==> src/rtl/cfg_regbank_pkg.sv <==
package cfg_regbank_pkg;

    localparam int BYTE_W    = 8;
    localparam int ADDR_W    = 6;
    localparam int NUM_SETUP = 4;
    localparam int NUM_GRP   = 7;
    localparam int NUM_COL   = 3;
    localparam int GRP_W     = NUM_COL * BYTE_W;
    localparam int FRAME_W   = ADDR_W + BYTE_W;
    localparam int GI_W      = $clog2(NUM_GRP);
    localparam int SI_W      = $clog2(NUM_SETUP);

    typedef logic [BYTE_W-1:0] byte_t;
    typedef logic [ADDR_W-1:0] addr_t;

    localparam addr_t      ADDR_SOFT_RST = 6'h04;
    localparam logic [3:0] GRP_BASE      = 4'h8;
    localparam logic [1:0] COL_ALL       = 2'b11;

    typedef struct packed {
        logic  valid;
        addr_t addr;
        byte_t data;
    } wr_req_t;

    typedef struct packed {
        logic [NUM_SETUP-1:0][BYTE_W-1:0]              setup;
        logic [NUM_GRP-1:0][NUM_COL-1:0][BYTE_W-1:0]   grp;
        logic                                          pulse;
    } reg_state_t;

    // Setup register index for an address, -1 when not a setup location
    function automatic int setup_index(addr_t a);
        case (a)
            6'h01:   return 0;
            6'h02:   return 1;
            6'h03:   return 2;
            6'h05:   return 3;
            default: return -1;
        endcase
    endfunction

    function automatic byte_t setup_default(int i);
        case (i)
            0:       return 8'h1B;
            2:       return 8'h11;
            default: return 8'h00;
        endcase
    endfunction

    function automatic byte_t grp_default(int g);
        case (g)
            4:       return 8'h80;
            6:       return 8'h01;
            default: return 8'h00;
        endcase
    endfunction

    function automatic reg_state_t reg_defaults();
        reg_state_t s;
        for (int i = 0; i < NUM_SETUP; i++) s.setup[i] = setup_default(i);
        for (int g = 0; g < NUM_GRP; g++)
            for (int c = 0; c < NUM_COL; c++) s.grp[g][c] = grp_default(g);
        s.pulse = 1'b1;
        return s;
    endfunction

endpackage

==> src/rtl/cfg_sync.sv <==
module cfg_sync #(
    parameter int            W       = 1,
    parameter logic [W-1:0]  RST_VAL = '0
) (
    input  logic         clk,
    input  logic         rst_n,
    input  logic [W-1:0] d,
    output logic [W-1:0] q
);
    typedef struct packed {
        logic [W-1:0] s1;
        logic [W-1:0] s2;
    } sync_st_t;

    sync_st_t st_d, st_q;

    always_comb begin
        st_d.s1 = d;
        st_d.s2 = st_q.s1;
    end

    always_ff @(posedge clk or negedge rst_n) begin
        if (!rst_n) begin
            st_q.s1 <= RST_VAL;
            st_q.s2 <= RST_VAL;
        end else begin
            st_q <= st_d;
        end
    end

    assign q = st_q.s2;
endmodule

==> src/rtl/cfg_ser_rx.sv <==
module cfg_ser_rx
    import cfg_regbank_pkg::*;
(
    input  logic    clk,
    input  logic    rst_n,
    input  logic    enable,
    input  logic    sclk,
    input  logic    sdat,
    input  logic    sen,
    output wr_req_t wr_o
);
    logic [2:0] s;
    logic       s_clk, s_dat, s_en;
    logic       clk_rise, en_rise;

    cfg_sync #(.W(3), .RST_VAL(3'b000)) u_sync (
        .clk   (clk),
        .rst_n (rst_n),
        .d     ({sclk, sdat, sen}),
        .q     (s)
    );

    assign {s_clk, s_dat, s_en} = s;

    typedef struct packed {
        logic               clk_prev;
        logic               en_prev;
        logic [FRAME_W-1:0] shreg;
        wr_req_t            wr;
    } ser_st_t;

    ser_st_t st_d, st_q;

    assign clk_rise = s_clk & ~st_q.clk_prev;
    assign en_rise  = s_en  & ~st_q.en_prev;

    always_comb begin
        st_d          = st_q;
        st_d.clk_prev = s_clk;
        st_d.en_prev  = s_en;
        st_d.wr.valid = 1'b0;
        if (enable && clk_rise) begin
            st_d.shreg = {st_q.shreg[FRAME_W-2:0], s_dat};
        end
        if (enable && en_rise) begin
            st_d.wr.valid = 1'b1;
            st_d.wr.addr  = st_q.shreg[FRAME_W-1 -: ADDR_W];
            st_d.wr.data  = st_q.shreg[BYTE_W-1:0];
        end
    end

    always_ff @(posedge clk or negedge rst_n) begin
        if (!rst_n) st_q <= '0;
        else        st_q <= st_d;
    end

    assign wr_o = st_q.wr;

    // one write per enable edge, and only after the enable was seen high
    assert_commit_single_R3: assert property (@(posedge clk) disable iff (!rst_n)
        st_q.wr.valid |=> !st_q.wr.valid)
        else $error("serial commit longer than one cycle");
    assert_commit_after_en_R3: assert property (@(posedge clk) disable iff (!rst_n)
        st_q.wr.valid |-> st_q.en_prev)
        else $error("serial commit without enable");
endmodule

==> src/rtl/cfg_par_rx.sv <==
module cfg_par_rx
    import cfg_regbank_pkg::*;
(
    input  logic    clk,
    input  logic    rst_n,
    input  logic    enable,
    input  byte_t   pbyte,
    input  logic    stb_n,
    input  logic    is_data,
    input  logic    rd,
    output wr_req_t wr_o
);
    localparam int            SW       = BYTE_W + 3;
    localparam logic [SW-1:0] SYNC_RST = SW'(1) << BYTE_W;

    logic [SW-1:0] s;
    byte_t         s_byte;
    logic          s_stb, s_dat, s_rd;
    logic          stb_rise;

    cfg_sync #(.W(SW), .RST_VAL(SYNC_RST)) u_sync (
        .clk   (clk),
        .rst_n (rst_n),
        .d     ({rd, is_data, stb_n, pbyte}),
        .q     (s)
    );

    assign {s_rd, s_dat, s_stb, s_byte} = s;

    typedef struct packed {
        logic    stb_prev;
        byte_t   cap_byte;
        logic    cap_dat;
        logic    cap_rd;
        addr_t   addr;
        logic    addr_ok;
        wr_req_t wr;
    } par_st_t;

    par_st_t st_d, st_q;

    assign stb_rise = s_stb & ~st_q.stb_prev;

    always_comb begin
        st_d          = st_q;
        st_d.stb_prev = s_stb;
        st_d.wr.valid = 1'b0;
        if (!s_stb) begin
            st_d.cap_byte = s_byte;
            st_d.cap_dat  = s_dat;
            st_d.cap_rd   = s_rd;
        end
        if (enable && stb_rise && !st_q.cap_rd) begin
            if (!st_q.cap_dat) begin
                st_d.addr    = st_q.cap_byte[ADDR_W-1:0];
                st_d.addr_ok = 1'b1;
            end else if (st_q.addr_ok) begin
                st_d.wr.valid = 1'b1;
                st_d.wr.addr  = st_q.addr;
                st_d.wr.data  = st_q.cap_byte;
            end
        end
    end

    always_ff @(posedge clk or negedge rst_n) begin
        if (!rst_n) begin
            st_q          <= '0;
            st_q.stb_prev <= 1'b1;
        end else begin
            st_q <= st_d;
        end
    end

    assign wr_o = st_q.wr;

    assert_rd_blocks_write_R5: assert property (@(posedge clk) disable iff (!rst_n)
        st_q.wr.valid |-> !st_q.cap_rd)
        else $error("parallel write issued with read line high");
    assert_data_needs_addr_R6: assert property (@(posedge clk) disable iff (!rst_n)
        st_q.wr.valid |-> st_q.addr_ok)
        else $error("parallel write before any address");
    assert_rd_keeps_addr_R5: assert property (@(posedge clk) disable iff (!rst_n)
        (stb_rise && st_q.cap_rd) |=> $stable(st_q.addr))
        else $error("read-flagged byte changed the address");
endmodule

==> src/rtl/cfg_reg_store.sv <==
module cfg_reg_store
    import cfg_regbank_pkg::*;
(
    input  logic                             clk,
    input  logic                             rst_n,
    input  wr_req_t                          wr_i,
    output logic [NUM_SETUP-1:0][BYTE_W-1:0] setup_o,
    output logic [NUM_GRP-1:0][GRP_W-1:0]    grp_o,
    output logic                             pulse_o
);
    localparam reg_state_t RST_STATE = reg_defaults();

    reg_state_t        st_d, st_q;
    int                sidx;
    logic              grp_hit;
    logic [3:0]        gsel;
    logic [GI_W-1:0]   gidx;
    logic [1:0]        csel;

    always_comb begin
        st_d       = st_q;
        st_d.pulse = 1'b0;
        sidx       = setup_index(wr_i.addr);
        gsel       = wr_i.addr[ADDR_W-1:2];
        csel       = wr_i.addr[1:0];
        grp_hit    = (gsel >= GRP_BASE) && (gsel < GRP_BASE + 4'(NUM_GRP));
        gidx       = GI_W'(gsel - GRP_BASE);
        if (wr_i.valid) begin
            if (wr_i.addr == ADDR_SOFT_RST) begin
                st_d = RST_STATE;
            end else if (sidx >= 0) begin
                st_d.setup[SI_W'(sidx)] = wr_i.data;
            end else if (grp_hit) begin
                for (int c = 0; c < NUM_COL; c++) begin
                    if (csel == COL_ALL || csel == 2'(c))
                        st_d.grp[gidx][c] = wr_i.data;
                end
            end
        end
    end

    always_ff @(posedge clk or negedge rst_n) begin
        if (!rst_n) st_q <= RST_STATE;
        else        st_q <= st_d;
    end

    assign setup_o = st_q.setup;
    assign pulse_o = st_q.pulse;

    for (genvar g = 0; g < NUM_GRP; g++) begin : g_out
        assign grp_o[g] = st_q.grp[g];

        // a broadcast leaves the three colours of the group equal
        assert_broadcast_equal_R9: assert property (@(posedge clk) disable iff (!rst_n)
            (wr_i.valid && wr_i.addr == {GRP_BASE + 4'(g), COL_ALL})
            |=> (st_q.grp[g][0] == st_q.grp[g][1]) && (st_q.grp[g][1] == st_q.grp[g][2]))
            else $error("broadcast left colours unequal");
    end

    assert_pulse_single_R11: assert property (@(posedge clk) disable iff (!rst_n)
        st_q.pulse |=> !st_q.pulse)
        else $error("reset pulse longer than one cycle");
    assert_pulse_defaults_R10: assert property (@(posedge clk) disable iff (!rst_n)
        st_q.pulse |-> (st_q.setup[0] == 8'h1B) && (st_q.setup[1] == 8'h00)
                    && (st_q.setup[2] == 8'h11) && (st_q.grp[4][1] == 8'h80)
                    && (st_q.grp[6][2] == 8'h01) && (st_q.grp[0][0] == 8'h00))
        else $error("reset pulse without default contents");
    assert_reserved_ignored_R7: assert property (@(posedge clk) disable iff (!rst_n)
        (wr_i.valid && wr_i.addr == '0) |=> ($stable(st_q.setup) && $stable(st_q.grp)))
        else $error("reserved address changed the store");
endmodule

==> src/rtl/cfg_regbank.sv <==
module cfg_regbank
    import cfg_regbank_pkg::*;
(
    input  logic                 clk,
    input  logic                 rst_n,
    input  logic                 port_sel,
    input  logic                 ser_clk,
    input  logic                 ser_dat,
    input  logic                 ser_en,
    input  logic [BYTE_W-1:0]    par_byte,
    input  logic                 par_stb_n,
    input  logic                 par_is_data,
    input  logic                 par_rd,
    output logic [BYTE_W-1:0]    cfg_setup1,
    output logic [BYTE_W-1:0]    cfg_setup2,
    output logic [BYTE_W-1:0]    cfg_setup3,
    output logic [BYTE_W-1:0]    cfg_setup4,
    output logic [GRP_W-1:0]     dac_level,
    output logic [GRP_W-1:0]     dac_sign,
    output logic [GRP_W-1:0]     pga_gain,
    output logic [GRP_W-1:0]     pix_offset,
    output logic [GRP_W-1:0]     pix_gain_hi,
    output logic [GRP_W-1:0]     pix_gain_lo,
    output logic [GRP_W-1:0]     data_valid,
    output logic                 soft_rst
);
    wr_req_t                          ser_wr, par_wr, wr_sel;
    logic [NUM_SETUP-1:0][BYTE_W-1:0] setup;
    logic [NUM_GRP-1:0][GRP_W-1:0]    grp;

    cfg_ser_rx u_ser (
        .clk    (clk),
        .rst_n  (rst_n),
        .enable (!port_sel),
        .sclk   (ser_clk),
        .sdat   (ser_dat),
        .sen    (ser_en),
        .wr_o   (ser_wr)
    );

    cfg_par_rx u_par (
        .clk     (clk),
        .rst_n   (rst_n),
        .enable  (port_sel),
        .pbyte   (par_byte),
        .stb_n   (par_stb_n),
        .is_data (par_is_data),
        .rd      (par_rd),
        .wr_o    (par_wr)
    );

    assign wr_sel = port_sel ? par_wr : ser_wr;

    cfg_reg_store u_store (
        .clk     (clk),
        .rst_n   (rst_n),
        .wr_i    (wr_sel),
        .setup_o (setup),
        .grp_o   (grp),
        .pulse_o (soft_rst)
    );

    assign cfg_setup1  = setup[0];
    assign cfg_setup2  = setup[1];
    assign cfg_setup3  = setup[2];
    assign cfg_setup4  = setup[3];
    assign dac_level   = grp[0];
    assign dac_sign    = grp[1];
    assign pga_gain    = grp[2];
    assign pix_offset  = grp[3];
    assign pix_gain_hi = grp[4];
    assign pix_gain_lo = grp[5];
    assign data_valid  = grp[6];

    // the deselected port never issues a write
    assert_serial_muted_R1: assert property (@(posedge clk) disable iff (!rst_n)
        (port_sel && $stable(port_sel)) |-> !ser_wr.valid)
        else $error("serial write while parallel selected");
    assert_parallel_muted_R1: assert property (@(posedge clk) disable iff (!rst_n)
        (!port_sel && $stable(port_sel)) |-> !par_wr.valid)
        else $error("parallel write while serial selected");
endmodule

==> config.mk <==
export PLATFORM = sky130hd
export DESIGN_NAME = cfg_regbank
export DESIGN_NICKNAME = d
export VERILOG_FILES = /design/src/rtl/cfg_regbank_pkg.sv /design/src/rtl/cfg_sync.sv /design/src/rtl/cfg_ser_rx.sv /design/src/rtl/cfg_par_rx.sv /design/src/rtl/cfg_reg_store.sv /design/src/rtl/cfg_regbank.sv
export SDC_FILE = /design/constraint.sdc
export NUM_CORES = 1
export LEC_CHECK = 0
export CORE_MARGIN = 3
export CORE_UTILIZATION = 60
export DETAILED_ROUTE_END_ITERATION = 16
export DONT_BUFFER_PORTS = 1
export MAX_ROUTING_LAYER = met4
export PLACE_DENSITY = 0.87
export SYNTH_ARGS = -nofsm -noshare
export SYNTH_HDL_FRONTEND = slang
export SYNTH_SLANG_ARGS = --single-unit
==> constraint.sdc <==
create_clock -name clk -period 2.95 [get_ports clk]
set_input_delay 0.59 -clock clk [delete_from_list [all_inputs] [get_ports clk]]
set_output_delay 0.59 -clock clk [all_outputs]
set_load 0.01 [all_outputs]
== Yosys cells after proc, flatten, opt, wreduce, memory -nomap -nowiden ==
Index checks and enable logic that the tools add are counted.

* Output and inout port bits: 201
* Input bits: 17
* Logic and storage cells: 123
* Flip-flop bits (word level): 293

* Bitwise gates (word level): 7
* $lt $le $gt $ge: 7
* Muxes and demuxes: 35
* Eq/ne operators: 9
* Reduce and logical (&&, ||, !) cells: 19
* Add/sub/neg operators: 1

{| class="wikitable"
|+ Operators by type and width
! operator !! count
|-
| $mux W168 || 13
|-
| $bwmux W168 || 3
|-
| $demux W24 S3 || 3
|-
| $mux W200 || 1
|-
| $pmux W32 S4 || 1
|-
| $mux W15 || 5
|-
| $bwmux W32 || 1
|-
| $ge A32 B1 Y1 const B || 1
|-
| $mux W32 || 1
|-
| $mux W24 || 1
|-
| $demux W8 S2 || 1
|-
| $mux W16 || 1
|-
| $mux W8 || 2
|-
| $eq A6 B2 Y1 const B || 2
|-
| $eq A6 B3 Y1 const B || 2
|-
| $logic_and A1 B1 Y1 || 7
|-
| $eq A6 B1 Y1 const B || 1
|-
| $reduce_and A3 Y1 || 2
|-
| $eq A2 B2 Y1 const B || 2
|-
| $ge A4 B4 Y1 const B || 1
|-
| $lt A2 B4 Y1 const B || 1
|-
| $lt A3 B4 Y1 const B || 1
|-
| $lt A4 B4 Y1 const B || 1
|-
| $not A1 Y1 || 4
|-
| other kinds (12) || 20
|}

== Longest topological paths before layout ==
* Word-level depth: 23
* Gate-level depth with buffers: 12
* Mapped depth without buffers: 8

== Cells and area by module ==
A second synthesis with hierarchy kept.

* Cell total of the unflattened synthesis: 765
* Area total of the unflattened synthesis: 11207.0 sq um

{| class="wikitable"
|+ Modules (own cells, without submodules)
! module !! sequential area each (sq um) !! times used !! area each (sq um) !! cells an instance
|-
| cfg_reg_store || 5046.1 || 1 || 7544.7 || 554
|-
| cfg_par_rx || 827.0 || 1 || 1380.1 || 86
|-
| cfg_ser_rx || 775.7 || 1 || 1341.3 || 79
|-
| cfg_sync (u_par.u_sync) || 553.0 || 1 || 553.0 || 22
|-
| cfg_regbank || 0.0 || 1 || 237.7 || 18
|-
| cfg_sync (u_ser.u_sync) || 150.1 || 1 || 150.1 || 6
|}

== Least setup slack after synthesis ==
No wires, ideal clock.

* Kind: input port to flip-flop
* Start: input port_sel
* End: register u_store.st_q, in the netlist u_store.grp_o[120]
* Buffers on the path: 5
* Setup slack: -248 ps
* Stages: 12
* Library setup time: 125 ps
* Data arrival time: 3073 ps
* Cells stage by stage: buf_6 -> buf_6 -> buf_2 -> mux2i_1 -> ha_1 -> clkbuf_1 -> and3b_1 -> o31ai_1 -> o21a_4 -> or3b_1 -> buf_6 -> mux2_4

* Longest elaborated chain between the ends: 23

{| class="wikitable"
|+ RTL lines
! what !! RTL line !! text
|-
| from (decl) || cfg_regbank.sv:6 || <nowiki>input logic port_sel,</nowiki>
|-
| $mux W15 * || cfg_regbank.sv:52 || <nowiki>assign wr_sel = port_sel ? par_wr : ser_wr;</nowiki>
|-
| $sub A3 B1 Y3 || cfg_reg_store.sv:27 || <nowiki>gidx = GI_W'(gsel - GRP_BASE);</nowiki>
|-
| $lt A3 B4 Y1 (not written as such) / $ge A3 B1 Y1 (equally long branches) || cfg_reg_store.sv:36 || <nowiki>st_d.grp[gidx][c] = wr_i.data;</nowiki>
|-
| $logic_and A1 B1 Y1 (not written as such) || cfg_reg_store.sv:36 ||
|-
| $mux W8 (not written as such) || cfg_reg_store.sv:36 ||
|-
| $demux W24 S3 || -- ||
|-
| $bwmux W168 || cfg_reg_store.sv:36 ||
|-
| $mux W168 || cfg_reg_store.sv:35 || <nowiki>if (csel == COL_ALL || csel == 2'(c))</nowiki>
|-
| (+7 left out) || -- ||
|-
| $mux W168 || cfg_reg_store.sv:31 || <nowiki>end else if (sidx >= 0) begin</nowiki>
|-
| $mux W168 || cfg_reg_store.sv:29 || <nowiki>if (wr_i.addr == ADDR_SOFT_RST) begin</nowiki>
|-
| $mux W168 || cfg_reg_store.sv:28 || <nowiki>if (wr_i.valid) begin</nowiki>
|-
| $bwmux W168 || cfg_reg_store.sv:36 ||
|-
| $mux W168 || cfg_reg_store.sv:35 ||
|-
| $mux W168 || cfg_reg_store.sv:33 || <nowiki>end else if (grp_hit) begin</nowiki>
|-
| $mux W168 || cfg_reg_store.sv:31 ||
|-
| $mux W200 || cfg_reg_store.sv:29 ||
|-
| to (signal assigned) || cfg_reg_store.sv:44 || <nowiki>else st_q <= st_d;</nowiki>
|-
| to (decl) || cfg_reg_store.sv:13 || <nowiki>reg_state_t st_d, st_q;</nowiki>
|}

Mark *: on every way between the ends. The rest lies on a longest branch, timed or not. The select of a mux whose other input is x is not followed.
A chain may end at the register's enable or synchronous reset.

== Final worst setup path ==
* Start: register u_par.st_q, in the netlist u_par.wr_o[9]
* End: register u_store.st_q, in the netlist u_store.grp_o[126]

* Longest elaborated chain between the ends: 19

{| class="wikitable"
|+ RTL lines
! what !! RTL line !! text
|-
| from (decl) || cfg_par_rx.sv:40 || <nowiki>par_st_t st_d, st_q;</nowiki>
|-
| from (signal assigned) || cfg_par_rx.sv:70 || <nowiki>st_q <= st_d;</nowiki>
|-
| $mux W15 * || cfg_regbank.sv:52 ||
|-
| $eq A2 B2 Y1 / $logic_not A2 Y1 (equally long branches) || cfg_reg_store.sv:35 ||
|-
| $logic_or A1 B1 Y1 || cfg_reg_store.sv:35 ||
|-
| $mux W168 || cfg_reg_store.sv:35 ||
|-
| $mux W168 || cfg_reg_store.sv:33 ||
|-
| $mux W168 || cfg_reg_store.sv:31 ||
|-
| $mux W168 || cfg_reg_store.sv:29 ||
|-
| $mux W168 || cfg_reg_store.sv:28 ||
|-
| (+3 left out) || -- ||
|-
| $mux W168 || cfg_reg_store.sv:31 ||
|-
| $mux W168 || cfg_reg_store.sv:29 ||
|-
| $mux W168 || cfg_reg_store.sv:28 ||
|-
| $bwmux W168 || cfg_reg_store.sv:36 ||
|-
| $mux W168 || cfg_reg_store.sv:35 ||
|-
| $mux W168 || cfg_reg_store.sv:33 ||
|-
| $mux W168 || cfg_reg_store.sv:31 ||
|-
| $mux W200 || cfg_reg_store.sv:29 ||
|}

Marked as above.

==> metrics.cfg <==
[yosys]
ys_types = 59
synthCells = 804
synth_top_area_cell = dfrtp_1
synthesis.area_um2 = 11340
synth-compound-area-share_pct = 13.12
ys_seq_area_share_pct = 64.60
synth_top_family_by_area = compound AO/OA/AOI/OAI gates
yosys_warnings = 0
synth_xor_area_share_pct = 0
synth.mux.area_fraction_pct = 12.93
ys.flop_type = dfrtp_1
synth_top_area_share_pct = 61.13
synth.ff_latch_count = 292
yosys.area_share.simple_pct = 6.819
synth_adder_area_share_pct = 0.4414
synth_edf_count = 0
syn_avg_cell_area_um2 = 14.10
synthTopCellsByArea = dfrtp_1 61%, mux2_2 11%, o2bb2ai_1 7.2%
syn-num-nets = 825
synth.top_cells.by_count = 277 x dfrtp_1, 106 x mux2_2, 93 x o2bb2ai_1, 62 x nor2_1
synth.most_common_cell = dfrtp_1
synthArstFlopShare_pct = 100.0

[layout]
nNetsFinal = 844
drive_above_1_share_pct = 28.40
diodes = 0
area.growth.synth_to_final_pct = 11.56

[timing]
hold_violations = 277
period_minus_slack_ps = 2793
fin_crit_sh_pct = 94.68
slew_violations = 0
relSlewSlack_pct = 30.02
tightest_slew_ps = 1043
setup_slack_ps = 157.0
grt_setup_unrepaired = false
fin_hold_ws_ps = -237.0
setup_violations = 0
fmax_mhz = 358.0
finalClockSkew_ps = 15.08

[pwr]
seqPwrFrac_pct = 49.0
p_leak_nw = 5.813
swShare_pct = 28.09
p_per_area_nw_per_um2 = 754.8
p_switching_mw = 2.683
p_comb_share_pct = 15.4
p_int_mw = 6.867
clkPwrFrac_pct = 35.6
peakVddDrop_mv = 0.6507
power_mw = 9.549

[floorplan]
num_rows = 49
core_area_um2 = 18270
floorplan.die.width_um = 143.5
io_pins = 218
initial_core_util_pct = 62.07
die-area_um2 = 20590
die_h_um = 143.5

[route]
drc = 0
routed_wl_mm = 27.19
wire_per_inst_um = 25.32
dr.first_iter.drc_count = 465
postRouteAntennaNets = 0
vias = 6953
drtPass1Iterations = 5
vias_per_cell = 6.474

[clock_tree]
cts_root_buf = clkbuf_16
cts_tree = done
clock_latency_ps = 530
cts_made_buffers = 29
htree_levels = 1
cts_sinks = 292
cts.clk_slew.worst_paths_ps = 60
clockBufferDepth = 3

[place]
hpwl_mm = 18.12
place_ws_ps = -479.6
gp_congestion = 0.9111
portBuffers = 0

[worst_setup_path]
crit_type = flip-flop to flip-flop
endpoint_kind = flip-flop
r2r_setup_slack_ps = 160
crit_arrival_ps = 3200
cp-start-kind = flip-flop
cp_max_fo = 8
crit_required_ps = 3360

[global_route]
grt_overflow_total = 0
grt_pass1_wl_mm = 42.10
grtUsageTotal_pct = 26.87
antenna_found_initial = 0
grt_pass1_vias = 7140
grt_start_max_net_pins = 293

[run_status]
violations = negative hold slack
status = finished, violations left

[min_path]
hp-class = input pin to asynchronous set/reset pin

[flow_run]
max_cap_viol_count = 0

[final timing paths]
path,from,to,cells past startpoint
setup / recovery,u_par.wr_o[9],u_store.grp_o[126],6
hold / removal,rst_n,u_store.grp_o[137],0
setup reg to reg,u_par.wr_o[9],u_store.grp_o[126],6
hold reg to reg,u_ser.u_sync.st_d[2],u_ser.u_sync.q[2],0
max in group asynchronous,rst_n,u_store.grp_o[136],0
min in group clk,par_stb_n,u_par.u_sync.st_d[8],0
[final cells by class]
| type | count | area, um^2 |
|---|---|---|
| timing repair buffer | 27 | 215.2 |
| inverter | 12 | 45.04 |
| tap | 229 | 286.5 |
| fill | 1236 | 5619 |
| sequential | 292 | 7326 |
| clock inverter | 7 | 38.79 |
| multi-input combinational | 461 | 3890 |
| clock buffer | 46 | 849.6 |
[worst max-delay path, stage by stage (launching register included)]
cell and delay [ps]:
dfrtp_1 400, mux2i_4 100, ha_2 220, a311oi_1 870
o21a_4 300, or3b_1 450, mux2_4 350
[cell usage in the layout (no fill, tap or decap), types with 11 or more instances in the layout]
| cell type | netlist | routed |
|---|---|---|
| clkbuf_1 | 21 | 11 |
| buf_4 | 1 | 26 |
| nand3_1 | 12 | 12 |
| nor2_1 | 62 | 62 |
| o2bb2ai_1 | 93 | 93 |
| and2_1 | 14 | 14 |
| clkbuf_16 | 0 | 29 |
| nand2_1 | 21 | 21 |
| mux2_2 | 106 | 106 |
| dfrtp_1 | 277 | 277 |
| dfstp_2 | 15 | 15 |
| nor3_1 | 12 | 12 |
| a22o_1 | 21 | 21 |
| inv_1 | 12 | 12 |
[timing repair]
action / 4_1_cts / 5_1_grt
pin swaps: 1 / 1
resized for setup: 0 / 2
cloned: 1 / 0
buffers inserted: 0 / 1
setup endpoints to repair: 67 / 75
endpoints found under the hold margin: 292 / 285
[flip-flops by register name (all words and copies together) (netlist names)]
name               count
u_store.grp_o        168
u_store.setup_o       31
u_par.st_q            18
u_ser.st_q            16
u_par.wr_o            15
u_ser.wr_o            15
u_par.u_sync.q        11
u_par.u_sync.st_d     11
u_ser.u_sync.q         3
u_ser.u_sync.st_d      3
u_store.pulse_o        1
[metrics by stage]
step	cells	util (%)	TNS [ps]	area (um^2)	hold WS [ps]
5_1_grt	1074	69.24	0	12650	-260.1
3_3_place_gp	1019	64.13	-24630	11720	303.0
4_1_cts	1073	69.07	0	12620	-246.5
3_5_place_dp	1019	64.13	-34280	11720	306.3
2_1_floorplan	804	-	-1.254	11390	294.4
6_report	1074	69.24	0	12650	-237.0
[kinds of logic (layout without fill, tap and decap cells)]
family | count (synthesis) | after routing
AO/OA/AOI/OAI | 176 | 177
adder cells (fa/ha/maj) | 4 | 4
buffers and inverters | 52 | 92
flip-flops | 292 | 292
multiplexers | 128 | 128
AND/OR/NAND/NOR | 152 | 152
[power by group through the flow]
| stage | sequential [mW] | clock, mW | combinational (mW) |
|---|---|---|---|
| global route | 4.72 | 3.64 | 1.56 |
| floorplan | 4.61 | 0 | 0.927 |
| global placement | 4.73 | 0 | 1.40 |
| detailed placement | 4.75 | 0 | 1.42 |
| finish | 4.68 | 3.40 | 1.47 |
| CTS | 4.68 | 3.46 | 1.45 |
[metal layers]
metal / up-vias / share of wire [%] / GRT usage [%]
met1: 3585 / 41 / 36.64
met4: 0 / 3.3 / 8.474
li1: 2981 / - / -
met5: - / 0 / -
met2: 312 / 47 / 40.36
met3: 75 / 8.8 / 6.755
No activity file was read; power rests on OpenSTA's default activity.
